<file path="config.mk">
export PLATFORM = sky130hd
export DESIGN_NAME = sample_clk_qualifier
export DESIGN_NICKNAME = d
export VERILOG_FILES = /design/src/rtl/sqc_pkg.sv /design/src/rtl/sqc_sync.sv /design/src/rtl/sqc_rate_div.sv /design/src/rtl/sqc_edge_qual.sv /design/src/rtl/sample_clk_qualifier.sv
export SDC_FILE = /design/constraint.sdc
export NUM_CORES = 1
export LEC_CHECK = 0
export CAP_MARGIN = 30
export CORE_ASPECT_RATIO = 1.2
export CORE_MARGIN = 2
export CORE_UTILIZATION = 45
export CTS_BUF_LIST = sky130_fd_sc_hd__clkbuf_8
export DETAILED_ROUTE_END_ITERATION = 12
export GPL_TIMING_DRIVEN = 0
export MAX_ROUTING_LAYER = met4
export PLACE_DENSITY = 0.67
export SETUP_SLACK_MARGIN = 0.4
export SYNTH_ARGS = -nofsm -noshare
export SYNTH_HDL_FRONTEND = slang
export SYNTH_SLANG_ARGS = --single-unit
</file>
<file path="constraint.sdc">
create_clock -name clk -period 2.6 [get_ports clk]
set_input_delay 0.65 -clock clk [delete_from_list [all_inputs] [get_ports clk]]
set_output_delay 0.65 -clock clk [all_outputs]
set_load 0.03 [all_outputs]
</file>
<file path="src/rtl/sqc_pkg.sv">
package sqc_pkg;
  typedef enum logic [1:0] {
    SRC_CLK1 = 2'd0,
    SRC_CLK2 = 2'd1,
    SRC_AND  = 2'd2,
    SRC_OR   = 2'd3
  } src_e;

  localparam int EXT_N = 2;
endpackage

</file>
<file path="src/rtl/sqc_sync.sv">
module sqc_sync #(
  parameter int WIDTH  = 2,
  parameter int STAGES = 2
) (
  input  logic             clk,
  input  logic             rst,
  input  logic [WIDTH-1:0] d,
  output logic [WIDTH-1:0] q
);
  logic [WIDTH-1:0] stg [STAGES];

  always_ff @(posedge clk) begin
    if (rst) stg[0] <= '0;
    else     stg[0] <= d;
  end

  for (genvar i = 1; i < STAGES; i++) begin : g_stage
    always_ff @(posedge clk) begin
      if (rst) stg[i] <= '0;
      else     stg[i] <= stg[i-1];
    end
  end

  assign q = stg[STAGES-1];
endmodule

</file>
<file path="src/rtl/sqc_rate_div.sv">
module sqc_rate_div #(
  parameter int RATE_W = 16
) (
  input  logic              clk,
  input  logic              rst,
  input  logic              en,
  input  logic              clr,
  input  logic [RATE_W-1:0] rate,
  output logic              tick
);
  logic [RATE_W-1:0] cnt;
  logic              at_end;

  assign at_end = (cnt == rate);
  assign tick   = en && !clr && at_end;

  always_ff @(posedge clk) begin
    if (rst || clr || !en) cnt <= '0;
    else if (at_end)       cnt <= '0;
    else                   cnt <= cnt + 1'b1;
  end
endmodule

</file>
<file path="src/rtl/sqc_edge_qual.sv">
module sqc_edge_qual
  import sqc_pkg::*;
(
  input  logic             clk,
  input  logic             rst,
  input  logic [EXT_N-1:0] lvl,
  input  src_e             src,
  output logic             comb_lvl,
  output logic             rise
);
  logic prev;

  always_comb begin
    unique case (src)
      SRC_CLK1: comb_lvl = lvl[0];
      SRC_CLK2: comb_lvl = lvl[1];
      SRC_AND:  comb_lvl = lvl[0] & lvl[1];
      default:  comb_lvl = lvl[0] | lvl[1];
    endcase
  end

  always_ff @(posedge clk) begin
    if (rst) prev <= 1'b0;
    else     prev <= comb_lvl;
  end

  assign rise = comb_lvl && !prev;
endmodule

</file>
<file path="src/rtl/sample_clk_qualifier.sv">
module sample_clk_qualifier
  import sqc_pkg::*;
#(
  parameter int               RATE_W     = 16,
  parameter int               SYNC_STG   = 2,
  parameter logic [RATE_W-1:0] RST_RATE  = 16'd3
) (
  input  logic              clk,
  input  logic              rst,
  input  logic              arm,
  input  logic              mode_state,
  input  logic [1:0]        src_sel,
  input  logic [RATE_W-1:0] rate,
  input  logic              ext_clk1,
  input  logic              ext_clk2,
  output logic              sample_en,
  output logic [EXT_N-1:0]  aux_chan
);
  logic              mode_q;
  src_e              src_q;
  logic [RATE_W-1:0] rate_q;
  logic              cfg_diff;
  logic              flush_q;
  logic [EXT_N-1:0]  lvl;
  logic              comb_lvl;
  logic              rise;
  logic              tick;

  // configuration capture, open only while arm is low
  assign cfg_diff = !arm && ((mode_state != mode_q) ||
                             (src_e'(src_sel) != src_q) ||
                             (rate != rate_q));

  always_ff @(posedge clk) begin
    if (rst) begin
      mode_q  <= 1'b0;
      src_q   <= SRC_CLK1;
      rate_q  <= RST_RATE;
      flush_q <= 1'b0;
    end else begin
      flush_q <= cfg_diff;
      if (!arm) begin
        mode_q <= mode_state;
        src_q  <= src_e'(src_sel);
        rate_q <= rate;
      end
    end
  end

  sqc_sync #(.WIDTH(EXT_N), .STAGES(SYNC_STG)) u_sync (
    .clk (clk),
    .rst (rst),
    .d   ({ext_clk2, ext_clk1}),
    .q   (lvl)
  );

  sqc_edge_qual u_edge (
    .clk      (clk),
    .rst      (rst),
    .lvl      (lvl),
    .src      (src_q),
    .comb_lvl (comb_lvl),
    .rise     (rise)
  );

  sqc_rate_div #(.RATE_W(RATE_W)) u_div (
    .clk  (clk),
    .rst  (rst),
    .en   (!mode_q),
    .clr  (flush_q),
    .rate (rate_q),
    .tick (tick)
  );

  always_ff @(posedge clk) begin
    if (rst) begin
      sample_en <= 1'b0;
      aux_chan  <= '0;
    end else begin
      sample_en <= mode_q ? (rise && !flush_q) : tick;
      aux_chan  <= mode_q ? '0 : lvl;
    end
  end
endmodule

</file>
# Word level (Yosys, flattened, before mapping)
# Memories as Yosys holds them, arrays and structs flattened.
# Cells that the tools add are included.
# W data, S select, Z words.
[op_classes]
addsub = 1
n_eq_ne = 6
n_mux = 7
n_bitwise = 4
reduce_logical = 16
[op_table]
columns = ["operator", "n"]
rows = [
  ["$add A16 B1 Y16 const B", 1],
  ["$eq A16 B16 Y1", 1],
  ["$ne A16 B16 Y1", 1],
  ["$logic_and A1 B1 Y1", 5],
  ["$logic_not A1 Y1", 4],
  ["$logic_or A1 B1 Y1", 4],
  ["$mux W1", 4],
  ["$mux W2", 2],
  ["$reduce_or A2 Y1", 2],
  ["$or A1 B1 Y1", 3],
  ["$pmux W1 S3", 1],
  ["$eq A2 B1 Y1 const B", 1],
  ["$eq A2 B2 Y1 const B", 1],
  ["$logic_not A2 Y1", 1],
  ["$ne A2 B2 Y1", 1],
  ["$and A1 B1 Y1", 1],
  ["$ne A1 B1 Y1", 1],
]
[word_totals]
regBits = 40
mem_bits_rw = 4
output_inout_bits = 3
wordCells = 43
n_memories = 1
[mem_list]
columns = ["name", "depth", "word_bits", "read_ports", "rd_clocked_by_memory_dff", "write_ports", "line", "rtl"]
rows = [
  ["u_sync.stg", 2, 2, 2, 0, 2, "sqc_sync.sv:10", "logic [WIDTH-1:0] stg [STAGES];"],
]

# Longest topological paths before layout
[depth]
depth_word = 5
depth_mapped = 5
depth_no_buf = 4

# Cells and area by module
# Synthesis repeated with hierarchy kept, for this count alone.
[hier_totals]
hier_cells = 215
hier_area_um2 = 2084.5
[modules_own_cells]
columns = ["mod", "n_inst", "cells_per_inst", "area_each_um2", "seq_area_each_um2"]
rows = [
  ["sample_clk_qualifier", 1, 98, 992.2, 460.4],
  ["sqc_rate_div", 1, 102, 929.6, 320.3],
  ["sqc_sync", 1, 8, 105.1, 80.1],
  ["sqc_edge_qual", 1, 7, 57.6, 20.0],
]

# Worst setup path after synthesis
# Ideal clock, no wire load.
[synth_timing]
path_type = "register to register"
startpoint = "register u_div.cnt[11]"
endpoint = "register u_div.cnt[10]"
arrival_ns = 1.433
path_slack_ns = 1.037
path_stages_with_launch = 6
path_buffers = 1
period_less_slack_ns = 1.563
path_cell_list = "dfxtp_1 -> xnor2_1 -> nand4_1 -> nor4_4 -> buf_2 -> nor3_1"
[synth_between]
elab_chain_len = 2
[synth_rtl]
columns = ["element", "line", "rtl"]
rows = [
  ["from (decl)", "sqc_rate_div.sv:11", "logic [RATE_W-1:0] cnt;"],
  ["from (signal assigned)", "sqc_rate_div.sv:20", "else cnt <= cnt + 1'b1;"],
  ["$eq A16 B16 Y1", "sqc_rate_div.sv:14", "assign at_end = (cnt == rate);"],
  ["$reduce_or A2 Y1 (no line)", "-", ""],
]
# No other way between the ends.
# A chain may end at the register's enable or synchronous reset.

# Worst setup path after layout
[layout_timing]
startpoint = "register aux_chan[1]"
endpoint = "output port aux_chan[1]"
[layout_rtl]
columns = ["element", "line", "rtl"]
rows = [
  ["from (decl)", "sample_clk_qualifier.sv:17", "output logic [EXT_N-1:0] aux_chan"],
  ["from (signal assigned)", "sample_clk_qualifier.sv:81", "aux_chan <= mode_q ? '0 : lvl;"],
]
# No word-level cell between the ends.

==> results.json <==
{
  "status": "finished, final reports clean",
  "synth-edff-count": 0,
  "vdd_drop_max_v": 0.000311,
  "end_kind": "output pin",
  "yosysTopAreaCellShare_pct": 42.8,
  "min_period_ps": 1910,
  "synth_top_cell_by_area": "dfxtp_1",
  "leakage_nw": 0.904,
  "die_width_um": 65.8,
  "p_per_area_nw_per_um2": 539,
  "cp_cell_sequence": "clkdlybuf4s50_1",
  "setup_viol": 0,
  "cts_sinks": 44,
  "place.gp.congestion": 0.785,
  "clkPwrFrac_pct": 33.1,
  "worstMarginPinSlew_ps": 730,
  "utilization_pct": 57.4,
  "ys_top_cells_by_area": "dfxtp_1, xnor2_1, mux2i_1, xor2_1, nand4_1",
  "synth-seq-cells": 44,
  "numCtsBuffers": 5,
  "cpLargestDelayFamily": "buffers and inverters",
  "grt_pass1_wl_um": 7270,
  "num_vias": 1515,
  "io-pin-count": 27,
  "synth.most_common_cell": "dfxtp_1",
  "synth-main-ff-cell": "dfxtp_1",
  "path_max_fanout": 1,
  "seq_area_frac_synth_pct": 42.8,
  "synthesis.area_um2": 2060,
  "cts_buffer_depth": 2,
  "area_delta_synth_final_pct": 20.5,
  "dp.cells": 288,
  "synth_cells": 206,
  "antenna_found_initial": 0,
  "combPwrFrac_pct": 12.6,
  "avgSynthCellArea_um2": 10.0,
  "p_seq_share_pct": 54.3,
  "critical_path_class": "reg2out",
  "dp_slack_ps": 378,
  "cp-start-kind": "flop",
  "wl_um": 4090,
  "cts_tree": "built",
  "cts_hold_buf": 0,
  "io_buffers": 26,
  "synthesis.nets": 231,
  "fillers": 394,
  "grt_usage_pct": 18.9,
  "maxSlewViolCount": 0,
  "skew_ps": 6.86,
  "swShare_pct": 24.7,
  "vias_per_cell": 5.12,
  "n_antenna_cell": 0,
  "htreeDepth": 2,
  "synth_cell_types": 36,
  "fin_nets": 264,
  "path_buf_inv": 1,
  "post_cts_resized": 0,
  "yosys_warnings": 0,
  "period_share_pct": 73.3,
  "p_int_mw": 1.01,
  "grt_overflow": 0,
  "critPathArrivalTime_ps": 1260,
  "core_area_um2": 4330,
  "worstHoldPathType": "reg2reg",
  "maxCapViolCount": 0,
  "first_iter_violations": 79,
  "start_util_pct": 47.6,
  "fp-row-count": 26,
  "drc_errors": 0,
  "fmax_mhz": 524,
  "max_slew_margin_pct": 51.4,
  "cts_root_buf": "clkbuf_8",
  "stdcell_count": 296,
  "ant_nets": 0,
  "critPathSlowestCell": "clkdlybuf4s50_1",
  "timing.final.ws_setup_ps": 693,
  "cp.required_ps": 1950,
  "clk_latency_ps": 290,
  "dr.pass1.iters": 4,
  "dp_hpwl_um": 3100,
  "tns_ps": 0,
  "grt_setup_unrepaired": "no",
  "grt_pass1_vias": 1570,
  "synth_common_cells": "dfxtp_1, xnor2_1, mux2i_1, nor2_1",
  "async_reset_ff_share_pct": 0,
  "power.switching_mw": 0.331,
  "wire_per_inst_um": 13.8,
  "grt_max_degree": 14,
  "dieArea_um2": 5140,
  "clkTransAtPathRegs_ps": 80,
  "cts_setup_buffers": 0,
  "final_layout_size_suffix_gt1_share_pct": 7.08,
  "slowest_delay_ps": 660,
  "fp.dieH_um": 78.1,
  "hold_viol": 0
}
==> power by group through the flow <==
stage / combinational, mW / clock [mW] / sequential, mW
after floorplan: 0.106 / 0 / 0.737
after global placement: 0.170 / 0 / 0.740
after detailed placement: 0.171 / 0 / 0.742
after CTS: 0.172 / 0.453 / 0.726
after global routing: 0.188 / 0.494 / 0.730
final: 0.169 / 0.443 / 0.726
==> final cells by class <==
cell class / instances / area [um2] / share of cell area [%]
multi-input combinational: 152 / 1130 / 45.6
clock inverter: 2 / 10.0 / 0.403
timing repair buffer: 26 / 260 / 10.5
clock buffer: 6 / 82.6 / 3.33
buffer: 9 / 42.5 / 1.71
sequential: 44 / 881 / 35.5
tap: 56 / 70.1 / 2.82
inverter: 1 / 3.75 / 0.151
==> metal layers <==
layer  vias to the layer above  wire (um)  GRT usage (%)
met3                         2        125           5.87
met1                       709       1960           24.2
met2                        23       1990           28.3
met4                         0         25           6.04
li1                        781          -              -
met5                         -          0              -
==> state kept, by name, indices dropped and copies added (netlist names) <==
register,cells
rate_q,16
u_div.cnt,16
u_sync.stg,4
aux_chan,2
src_q,2
flush_q,1
mode_q,1
sample_en,1
u_edge.prev,1
==> stage by stage <==
step	hold slack [ps]	power (mW)	cell area (um2)
2_1_floorplan	414	0.843	2060
3_3_place_gp	417	0.911	2390
3_5_place_dp	427	0.913	2390
4_1_cts	446	1.35	2480
5_1_grt	456	1.41	2480
6_report	440	1.34	2480
==> final timing paths <==
kind                    start               end  slack [ps]  cells after the start
max               aux_chan[1]       aux_chan[1]         690                      1
max reg2reg     u_div.cnt[11]      u_div.cnt[5]         720                      5
min          u_sync.stg[0][1]  u_sync.stg[1][1]         440                      1
min reg2reg  u_sync.stg[0][1]  u_sync.stg[1][1]         440                      1
==> cells by family after synthesis <==
group                      Yosys count  synth area share [%]
DFF                                 44                  42.8
buffers and inverters               10                  2.25
AOI/OAI and AO/OA                   13                  4.98
adders and majority gates            1                 0.607
and+or+nand+nor                     75                  21.6
muxes                               17                  8.26
xor gates and xnor gates            46                  19.6
==> cell usage in the layout (no fill, tap or decap), types with 3 or more instances in the layout <==
| master | n |
|---|---|
| nor2b_1 | 7 |
| clkbuf_1 | 5 |
| a211oi_1 | 3 |
| xor2_1 | 13 |
| nand2_1 | 3 |
| nor2_1 | 17 |
| nand4_1 | 13 |
| or3_1 | 3 |
| mux2i_1 | 17 |
| nor3b_1 | 3 |
| clkbuf_8 | 6 |
| clkdlybuf4s50_1 | 26 |
| nand3_1 | 4 |
| xnor2_1 | 33 |
| dfxtp_1 | 44 |
| nor3_1 | 13 |
Note: power is estimated with default switching activity, not from simulation.
